--- config.mk ---
export PLATFORM = sky130hd
export DESIGN_NAME = ctx_rotator
export DESIGN_NICKNAME = d
export VERILOG_FILES = /design/src/rtl/ctx_rotator.sv
export SDC_FILE = /design/constraint.sdc
export NUM_CORES = 1
export LEC_CHECK = 0
export BUFFER_PORTS_ARGS = -buffer_cell sky130_fd_sc_hd__buf_2
export CAP_MARGIN = 40
export CORE_ASPECT_RATIO = 0.7
export CORE_MARGIN = 5
export CORE_UTILIZATION = 35
export DETAILED_ROUTE_END_ITERATION = 12
export PLACE_DENSITY = 0.59
export SETUP_SLACK_MARGIN = 0.05
export SKIP_LAST_GASP = 1
export SLEW_MARGIN = 20
export SYNTH_ARGS = -nofsm -noshare
export SYNTH_HDL_FRONTEND = slang
export SYNTH_SLANG_ARGS = --single-unit
--- constraint.sdc ---
create_clock -name clk -period 3.9 [get_ports clk]
set_input_delay 0.195 -clock clk [delete_from_list [all_inputs] [get_ports clk]]
set_output_delay 0.195 -clock clk [all_outputs]
set_load 0.02 [all_outputs]
--- src/rtl/ctx_rotator.sv ---
module ctx_rotator #(
  parameter int PC_W  = 16,
  parameter int SLOTS = 16,
  parameter int TASKS = 4
) (
  input  logic                     clk,
  input  logic                     rst_n,
  input  logic [$clog2(TASKS)-1:0] task_id,
  input  logic                     cfg_en,
  input  logic [$clog2(SLOTS)-1:0] cfg_base,
  input  logic [$clog2(SLOTS)-1:0] cfg_top,
  input  logic                     pre_en,
  input  logic [$clog2(SLOTS)-1:0] pre_addr,
  input  logic [PC_W-1:0]          pre_pc,
  input  logic                     pre_z,
  input  logic                     pre_c,
  input  logic                     sw_en,
  input  logic [PC_W-1:0]          cur_pc,
  input  logic                     cur_z,
  input  logic                     cur_c,
  output logic                     rst_vld,
  output logic [PC_W-1:0]          rst_pc,
  output logic                     rst_z,
  output logic                     rst_c,
  output logic [$clog2(SLOTS)-1:0] cur_ptr
);
  localparam int AW = $clog2(SLOTS);
  localparam int EW = PC_W + 2;

  logic [EW-1:0] slot_q [SLOTS];
  logic [AW-1:0] base_q [TASKS];
  logic [AW-1:0] top_q  [TASKS];
  logic [AW-1:0] ptr_q  [TASKS];

  logic [AW-1:0] ptr_s, base_s, top_s, nxt;
  logic [EW-1:0] save_w, restored;
  logic          sw_go;

  assign ptr_s    = ptr_q[task_id];
  assign base_s   = base_q[task_id];
  assign top_s    = top_q[task_id];
  assign sw_go    = sw_en & ~cfg_en;
  assign nxt      = (ptr_s == top_s) ? base_s : AW'(ptr_s + 1'b1);
  assign save_w   = {cur_pc, cur_z, cur_c};
  assign restored = (nxt == ptr_s) ? save_w : slot_q[nxt];
  assign cur_ptr  = ptr_s;

  always_ff @(posedge clk) begin
    if (!rst_n) begin
      for (int i = 0; i < SLOTS; i++) slot_q[i] <= '0;
      for (int t = 0; t < TASKS; t++) begin
        base_q[t] <= '0;
        top_q[t]  <= '0;
        ptr_q[t]  <= '0;
      end
      rst_vld <= 1'b0;
      rst_pc  <= '0;
      rst_z   <= 1'b0;
      rst_c   <= 1'b0;
    end else begin
      if (pre_en) slot_q[pre_addr] <= {pre_pc, pre_z, pre_c};
      if (sw_go)  slot_q[ptr_s]    <= save_w;
      if (cfg_en) begin
        base_q[task_id] <= cfg_base;
        top_q[task_id]  <= cfg_top;
        ptr_q[task_id]  <= cfg_base;
      end else if (sw_go) begin
        ptr_q[task_id]  <= nxt;
      end
      rst_vld <= sw_go;
      if (sw_go) {rst_pc, rst_z, rst_c} <= restored;
    end
  end

  a_r1_save_slot: assert property (@(posedge clk) disable iff (!rst_n)
    (sw_en && !cfg_en) |=> slot_q[$past(ptr_s)] == $past(save_w));

  a_r2_wrap_to_base: assert property (@(posedge clk) disable iff (!rst_n)
    (sw_en && !cfg_en && ptr_s == top_s) |=> ptr_q[$past(task_id)] == $past(base_s));

  a_r4_cfg_ptr: assert property (@(posedge clk) disable iff (!rst_n)
    cfg_en |=> ptr_q[$past(task_id)] == $past(cfg_base));

  a_r5_single_ring: assert property (@(posedge clk) disable iff (!rst_n)
    (sw_en && !cfg_en && base_s == top_s && ptr_s == top_s) |=> rst_pc == $past(cur_pc) && rst_vld);

  a_r8_cfg_blocks_sw: assert property (@(posedge clk) disable iff (!rst_n)
    cfg_en |=> !rst_vld);

  a_r3_hold_idle: assert property (@(posedge clk) disable iff (!rst_n)
    !sw_en |=> $stable(rst_pc) && !rst_vld);

endmodule

==> impl_results.md <==
* Fill count at 5194
* Number of remaining DRC errors at 0
* Most common cell after layout, fill and taps aside: nand2_1
* Root Buffer: clkbuf_16
* Crit Path Max Fanout at 33
* Yosys top cell area share at 0.532
* Drt first-iter violations at 1654
* CTS Buf Count at 37
* Latest clock arrival within the worst-skew pair at 0.56 ns
* Layout cells sized above 1 at 0.135
* Post-route clock skew at slightly above 0.03 ns
* Clk sinks at 355
* RSZ-0062 raised after global routing: no
* CTS max path bufs at 3
* Hold Buf Count CTS at 7
* Mean Syn Cell Area at 9.81 um2
* Worst path slowest cell: mux4_2
* Yosys Warn Count at 0
* Placed inst area at between 20000 and 25000 um2
* Post-synth ARST share at 0
* Mapped Cells at 1932
* Crit. End Element: register
* Dpl hpwl at 39500 um
* Routed Antenna Nets at 0
* Status: finished, final reports clean
* Top Family by Delay on Critical Path: compound AO/OA/AOI/OAI gates
* Worst Setup Start Kind: register
* Area delta synth->final at 13.5%
* Tcrit/Tclk final at 0.912
* Slew HR at 0.473
* Critical setup path kind: reg2reg
* Wire per inst at 21.5 um
* Worst-margin pin slew at 0.790 ns
* Vias/cell at 5.47
* Cell mode on critical path: buf_12
* Initial antenna violation count at 0
* Crit path buffers/inverters at 2
* Required time worst endpoint at between 4 and 5 ns
* Pin count of the biggest net entering global routing at 37
* Worst setup path end: rst_pc[10]
* Final Hold Fails at 0
* Final setup vio count at 0
* Final Slew Violations at 0
* First-pass GRT wire length at between 80000 and 90000 um
* IO Port Bufs at 77
* Pre-antenna DRT Iters at 5
* Die Width at 288 um
* Total grt overflow at 0
* H-tree Lvls at 2
* Number of synthesized flops with an enable pin at 336
* Lkg Pwr at 7.75 nW
* Worst min path class: in2reg
* Post-CTS resize count at 0
* Chip height at 205 um
* Yosys cell types at 43
* Critical path depth at 11
* IO Pins at 78
* CTS tree: done
* Max rail drop VDD at 0.264 mV
* R2R Path End: rst_pc[10]
* Post-CTS Setup Inserts at 0
* Total GRT Usage at 0.192
* CORE AREA at 53700 um2
* Final min period at about 3.6 ns
* Final TNS setup at 0 ns
* Worst EP arrival at 4.04 ns
* # diodes at 0
* Post-synth top area cell: edfxtp_1
* Fin area at 21500 um2
* Fmax at approximately 280 MHz
* Hold slack at 0.0514 ns
* Synthesized area at about 19000 um2
* Die ar. at 59000 um2
* Post-synth net total at 1991
* Final net count at between 2000 and 2500
* Starting Density at 0.353
* #FFs+latches synth at 355
* Vias in the first global route at ~14000
* Setup slack, reg-to-reg at about 0.34 ns
* Most frequent cells in the layout: nand2_1 (608), edfxtp_1 (336), o21ai_0 (271)
* Placement row count at 71
* Ranking of synthesized cells by area: edfxtp_1 (53%), nand2_1 (12%), mux2i_1 (9.6%)
* Worst setup startpoint: ptr_q[2][0]
* Primary FF master, synth: edfxtp_1
* Clock transition at path regs at about 0.060 ns
* Crit path largest cell delay at 0.60 ns
* Overall routed net length at 58300 um
* CP Cell Sequence: mux4_2, xor2_1, or4_1, o21ai_4, buf_12, buf_12, mux2i_1, a221oi_1, o21ai_0, and3_1, o21ai_1
* Max cap viols at 0
* Sequential area share after synthesis at 0.552
* P per Cell Area at 450 nW/um2
* FF-to-FF Start: ptr_q[2][0]
* Worst R2R Path Depth at 11
* RD Place Congestion at between 0.8 and 0.9
* Routed via count at approximately 15000
==> state kept, by name, indices dropped and copies added (netlist names) <==
signal / count
base_q: 16
ptr_q: 16
rst_c: 1
rst_pc: 16
rst_vld: 1
rst_z: 1
slot_q: 288
top_q: 16
==> worst min-delay path by stage <==
stage | start | endpoint | cells past startpoint
detailed placement | rst_z | rst_z | 2
finish | cfg_base[2] | base_q[2][2] | 2
global placement | rst_pc[1] | rst_pc[1] | 2
CTS | cfg_base[2] | base_q[2][2] | 2
floorplan | cfg_base[0] | base_q[1][0] | 1
global route | cfg_base[2] | base_q[2][2] | 2
==> worst register-to-register path, stage by stage, from the launching register on <==
cell and delay (ns):
edfxtp_1 0.43, mux4_2 0.60, xor2_1 0.21, or4_1 0.50
o21ai_4 0.20, buf_12 0.30, buf_12 0.33, mux2i_1 0.14
a221oi_1 0.28, o21ai_0 0.16, and3_1 0.21, o21ai_1 0.13
==> final cells by class <==
type                            instances  area, um2  area share
Sequential cell                       355      10500       0.487
Multi-Input combinational cell       1376       7770       0.361
Timing Repair Buffer                  170       1190      0.0553
Clock buffer                           53        996      0.0463
Tap cell                              730        913      0.0425
Clock inverter                         15        129     0.00599
Inverter                                9       33.8     0.00157
==> cell usage after synthesis (all sizes together) (12+ instances only) <==
| cell | count |
|---|---|
| a221oi | 36 |
| and2 | 17 |
| and3 | 35 |
| buf | 51 |
| clkbuf | 141 |
| dfxtp | 19 |
| edfxtp | 336 |
| mux2i | 181 |
| mux4 | 12 |
| nand2 | 608 |
| nand3 | 78 |
| nor2 | 43 |
| o21ai | 298 |
| o221ai | 12 |
==> stage by stage <==
step                total power, mW  utilization  std cells  setup slack, ns
floorplan                      5.70            -       1932            0.723
global placement               6.27        0.378       2631            0.306
detailed placement             6.31        0.378       2632            0.240
CTS                            9.70        0.401       2707            0.366
global route                   10.0        0.401       2708            0.176
finish                         9.67        0.401       2708            0.342
==> cell families after synthesis <==
kind of cell               count (synthesis)  share of synthesized area
DFF                                      355                      0.552
buffers and inverters                    201                     0.0471
AOI/OAI and AO/OA                        362                      0.107
muxes                                    194                      0.110
xor gates and xnor gates                  10                    0.00462
and+or+nand+nor                          806                      0.175
adders and majority gates                  4                    0.00264
==> power by group <==
part           leakage [nW]  total, mW  switching [mW]  internal (mW)
sequential             3.63       4.46          0.0836           4.37
clock                 0.546       3.41            1.55           1.87
combinational          3.58       1.80            1.13          0.670
total                  7.75       9.67            2.76           6.91
==> per-layer routing <==
layer	wire, um	GRT usage	vias to the layer above
met1	26600	0.291	7151
met3	5710	0.0412	91
met4	1220	0.0436	0
li1	-	-	6843
met2	24800	0.281	739
met5	0	0	-
Note: power is estimated with default switching activity, not from simulation.
